==> config.mk <==
export PLATFORM = sky130hd
export DESIGN_NAME = line_irq_timer
export DESIGN_NICKNAME = d
export VERILOG_FILES = /design/src/rtl/line_irq_timer.sv
export SDC_FILE = /design/constraint.sdc
export NUM_CORES = 1
export LEC_CHECK = 0
export BUFFER_PORTS_ARGS = -buffer_cell sky130_fd_sc_hd__buf_2
export CAP_MARGIN = 20
export CORE_AREA = 8 8 63 52
export CTS_CLUSTER_SIZE = 30
export DETAILED_ROUTE_END_ITERATION = 8
export DIE_AREA = 0 0 71 60
export HOLD_SLACK_MARGIN = 0.05
export PLACE_DENSITY = 0.78
export SLEW_MARGIN = 10
export SYNTH_ARGS = -nofsm -noshare
export SYNTH_HDL_FRONTEND = slang
export SYNTH_SLANG_ARGS = --single-unit
==> constraint.sdc <==
create_clock -name clk -period 4.5 [get_ports clk]
set_input_delay 0.225 -clock clk [delete_from_list [all_inputs] [get_ports clk]]
set_output_delay 0.225 -clock clk [all_outputs]
set_load 0.03 [all_outputs]
==> src/rtl/line_irq_timer.sv <==
module line_irq_timer #(
  parameter int          CNT_W   = 16,
  parameter logic [1:0]  CLR_SEL = 2'b10,
  parameter int          CLR_BIT = 4
) (
  input  logic             clk,
  input  logic             rst_n,
  input  logic             line_pulse,
  input  logic             frame_trig,
  input  logic [CNT_W-1:0] reload_val,
  input  logic             int_ack,
  input  logic             cfg_wr,
  input  logic [7:0]       cfg_data,
  output logic             irq
);
  localparam logic [CNT_W-1:0] ONE = CNT_W'(1);

  logic             running;
  logic [CNT_W-1:0] cnt;

  wire clr_hit  = cfg_wr && (cfg_data[7:6] == CLR_SEL) && cfg_data[CLR_BIT];
  wire step     = running && line_pulse && !frame_trig;
  wire terminal = step && (cnt == ONE);

  always_ff @(posedge clk) begin
    if (!rst_n) begin
      running <= 1'b0;
      cnt     <= '0;
    end else if (frame_trig) begin
      running <= 1'b1;
      cnt     <= reload_val;
    end else if (terminal) begin
      cnt     <= reload_val;
    end else if (step) begin
      cnt     <= cnt - ONE;
    end
  end

  always_ff @(posedge clk) begin
    if (!rst_n)                irq <= 1'b0;
    else if (terminal)         irq <= 1'b1;
    else if (int_ack || clr_hit) irq <= 1'b0;
  end
endmodule


# Word level (Yosys, flattened, before mapping)
# Cells that the tools add are included.
[classes] eq_ne=2 mux=5 addsub=1 n_reduce_logical=9
[ops] op="$mux W16" count=3
[ops] op="$eq A16 B1 Y1 const B" count=1
[ops] op="$sub A16 B1 Y16 const B" count=1
[ops] op="$logic_and A1 B1 Y1" count=5
[ops] op="$reduce_bool A3 Y1" count=1
[ops] op="$eq A2 B2 Y1 const B" count=1
[ops] op="$mux W1" count=2
[ops] op="$reduce_bool A2 Y1" count=1
[ops] op="$logic_not A1 Y1" count=1
[ops] op="$logic_or A1 B1 Y1" count=1
[word_totals] output_inout_bits=1 in_bits=30 elab_cells=20 register_bits=18

# Longest topological paths before layout
[depth] word_depth=6 mapped_depth=8 ltp_nobuf=7

# Worst setup path after synthesis
# OpenSTA, ideal clock, no wires.
[synth_timing] path_kind="register -> register" from="register cnt[0]" to="register cnt[14]" stages_incl_launch_ff=7 synth_period_minus_slack_ps=1947 setup_ps=74 required_ps=4426 arrival_ps=1873 n_path_buf=0 slack_ps=2553 path_cell_list="dfxtp_1 inv_1 ha_1 nor3b_1 nand4_1 or4b_2 a31oi_1"
[synth_via] elab_chain_len=4 word_cells_on_any_way=7 cone_classes="add/sub (1); eq/ne (1); mux (3); reduce/logical (2)"
[synth_lines] element="start: declaration" line="19" source="logic [CNT_W-1:0] cnt;"
[synth_lines] element="start signal: assignment" line="31" source="cnt <= reload_val;"
[synth_lines] element="start signal: assignment" line="33" source="cnt <= reload_val;"
[synth_lines] element="start signal: assignment" line="35" source="cnt <= cnt - ONE;"
[synth_lines] element="$sub A16 B1 Y16 / $eq A16 B1 Y1 (equally long branches)" line="35, 23"
[synth_lines] element="$mux W16 / $logic_and A1 B1 Y1 (equally long branches)" line="34, 23"
[synth_lines] element="$mux W16" line="32" source="end else if (terminal) begin"
[synth_lines] element="$mux W16" line="29" source="end else if (frame_trig) begin"
# Several ways; a longest one is shown, not always the timed one. The select of a mux whose other input is x is not followed.
# A chain may end at the register's enable or synchronous reset.

# Final worst setup path
[layout_timing] from="register cnt[0]" to="register cnt[12]"
# Same word-level chain as after synthesis.

==> metrics.txt <==
outcome=finished clean; # hold bufs at CTS=0; Synth Register Bits=18; Port Buffers=25; P per Cell Area=269.6 nW/µm²; Wirelength per Cell=17.59 µm; max layer used=met4; ys flop type=dfxtp_1; r2r endpoint=cnt[12]; wl on met1=1512 µm; DR DRC count=0; initial antenna violation count=0; Die X=71 µm; RSZ-0062 raised after global routing=no; worst setup path class=register to register; Worst Path Required=4710 ps; Post-CTS Setup Repair Bufs=0; Final period util=53.26%; Fin. Hold Viols=0; Ys Warns=0; P_leak=0.5077 nW; Tmin final=2397 ps; CTS sink cnt=18; EDFF count, synth=0; first-pass GRT wire length=5568 µm; Tot GR Track Use=16.32%; post-synth design cell area=1221 µm²; global route total overflow=0; Net Sw Frac=34.34%; clk slew on worst S/H paths=100 ps; Antenna Nets Post-Route=0; cell taking the most area after synthesis=dfxtp_1; Pint=0.0002425 W; Setup-failing EPs final=0; HPWL after detailed placement=2637 µm; average size of a mapped cell=8.364 µm²; # diodes=0; worst clock skew=3.852 ps; Worst-Margin Slew=585.7 ps; Min-Delay Path Class=input pin to register; reg2reg start=cnt[0]; Area contributors post-synth=dfxtp_1 30%, nand2_1 5.5%, a21oi_1 4.1%; synth cell count leaders=18 x dfxtp_1, 18 x nand2_1, 12 x nor2_1; largest net degree at the start of global routing=16; cell count after synthesis=146; CTS Buf Count=3; layout cells sized above 1=23.81%; Final WS setup=2103 ps; Reg2Reg Setup Slack=2100 ps; metal3 WL=271 µm; WHS Endpoint=cnt[6]; Async S/R FF share, synth=0%; Flop pwr share=50.4%; Peak VDD IR=0.0001906 V; Crit. End Element=register; Slew HR=60.59%; Final #Nets=202; sequential-to-total area share from yosys stat=29.51%; worst-path fanout max=6; WHS Path Cells=3; Startpoint Class=register; Logic pwr share=27.4%; total negative setup slack=0 ps; die footprint=4260 µm²; CTS Buffer Depth=2; Site Rows=16; Via-to-Cell Ratio=6.451; final wirelength=3431 µm; Clk pwr share=22.2%; DR pass1 iterations=4; Area Growth Syn to Fin=12.19%; share of the synthesized area in the top cell type=29.51%; Worst R2R Path Depth=7; Clock Latency Late Sink=300 ps; post-synthesis cell type count=47; vias in the first global route=1186; GP Congestion=0.8813; root buf cell=clkbuf_4; TritonCTS clock tree=built; hold path startpoint=reload_val[6]; final core occ=58.00%; DR vias=1258; DP Worst Slack=2231 ps; Die Y=60 µm; met2 wire length=1578 µm; max_cap viols=0; pins over their slew limit=0; Worst Path Arrival=2610 ps; I/O Pins=31; Initial Utilization=51.69%; post-cts resize count=0; syn nets=178; P_sw=0.0001268 W; Core Box Area=2362 µm²; achievable frequency=417.2 MHz; drt initial violations=82; H-Tree Level Count=1
==> registers in the layout, indices dropped and copies added, names as in the netlist <==
name,cells
cnt,16
irq,1
running,1
==> through the flow <==
step                power [W]  cell area (µm²)  hold WS (ps)  cells
floorplan           0.0002595             1221         361.0    146
global placement    0.0002830             1348         468.6    192
detailed placement  0.0002883             1348         475.2    192
CTS                 0.0003677             1370         162.8    195
global route        0.0003894             1370         144.8    195
finish              0.0003693             1370         154.1    195
==> worst max-delay path by stage <==
stage                     depth (start not counted)  slack [ps]  endpoint   start
after floorplan                                   6        2550   cnt[14]  cnt[0]
after global placement                            6        2300   cnt[14]  cnt[0]
after detailed placement                          6        2230   cnt[14]  cnt[0]
after CTS                                         6        2190   cnt[14]  cnt[0]
after global routing                              6        2040   cnt[14]  cnt[0]
final                                             7        2100   cnt[12]  cnt[0]
==> worst max-delay path, cell delays in order (launching register included) <==
cell	delay (ps)
dfxtp_1	380
inv_1	100
ha_1	230
nor3b_1	510
nand4_1	240
a2111oi_0	510
a21oi_1	110
o32ai_2	220
==> cell usage in the layout, fill, tap and decap left out, drive strengths merged, types with 3 or more instances in the layout <==
| master | instances |
|---|---|
| a21oi | 10 |
| a31oi | 7 |
| buf | 25 |
| clkbuf | 3 |
| dfxtp | 18 |
| inv | 5 |
| mux2i | 5 |
| nand2 | 18 |
| nand3 | 7 |
| nand4 | 4 |
| nor2 | 12 |
| nor3 | 4 |
| nor4 | 4 |
| o211ai | 3 |
| o21ai | 4 |
| o32ai | 3 |
| or3 | 4 |
| or4 | 5 |
==> per-layer routing <==
layer  up-vias  GRT usage, %
met5         -             0
met4         0         5.015
met3        10         5.193
met2        69         27.93
met1       570         19.06
li1        609             -
==> logic make-up (layout without fill, tap and decap cells) <==
| logic type | after synthesis | count (layout) | share of synthesized area [%] |
|---|---|---|---|
| adders and majority gates | 2 | 2 | 2.049 |
| buffers and inverters | 11 | 33 | 4.201 |
| and+or+nand+nor | 66 | 66 | 32.68 |
| AOI/OAI and AO/OA | 43 | 43 | 26.74 |
| muxes | 5 | 5 | 4.099 |
| xor gates and xnor gates | 1 | 1 | 0.7173 |
| DFF | 18 | 18 | 29.51 |
==> cell type report <==
cell class,instances,area [µm²]
Clock buffer,3,22.52
Fill cell,235,992.2
Multi-Input combinational cell,117,809.5
Tap cell,27,33.78
Inverter,5,18.77
Sequential cell,18,360.3
Timing Repair Buffer,25,125.1
==> power groups by stage <==
stage                     logic [W]  clock network [W]  registers [W]
final                      0.000101          0.0000821       0.000186
after global routing       0.000110          0.0000917       0.000188
after detailed placement  0.0000993                  0       0.000189
after global placement    0.0000953                  0       0.000188
after floorplan           0.0000746                  0       0.000185
after CTS                 0.0000999          0.0000824       0.000185
Note: power is estimated with default switching activity, not from simulation.
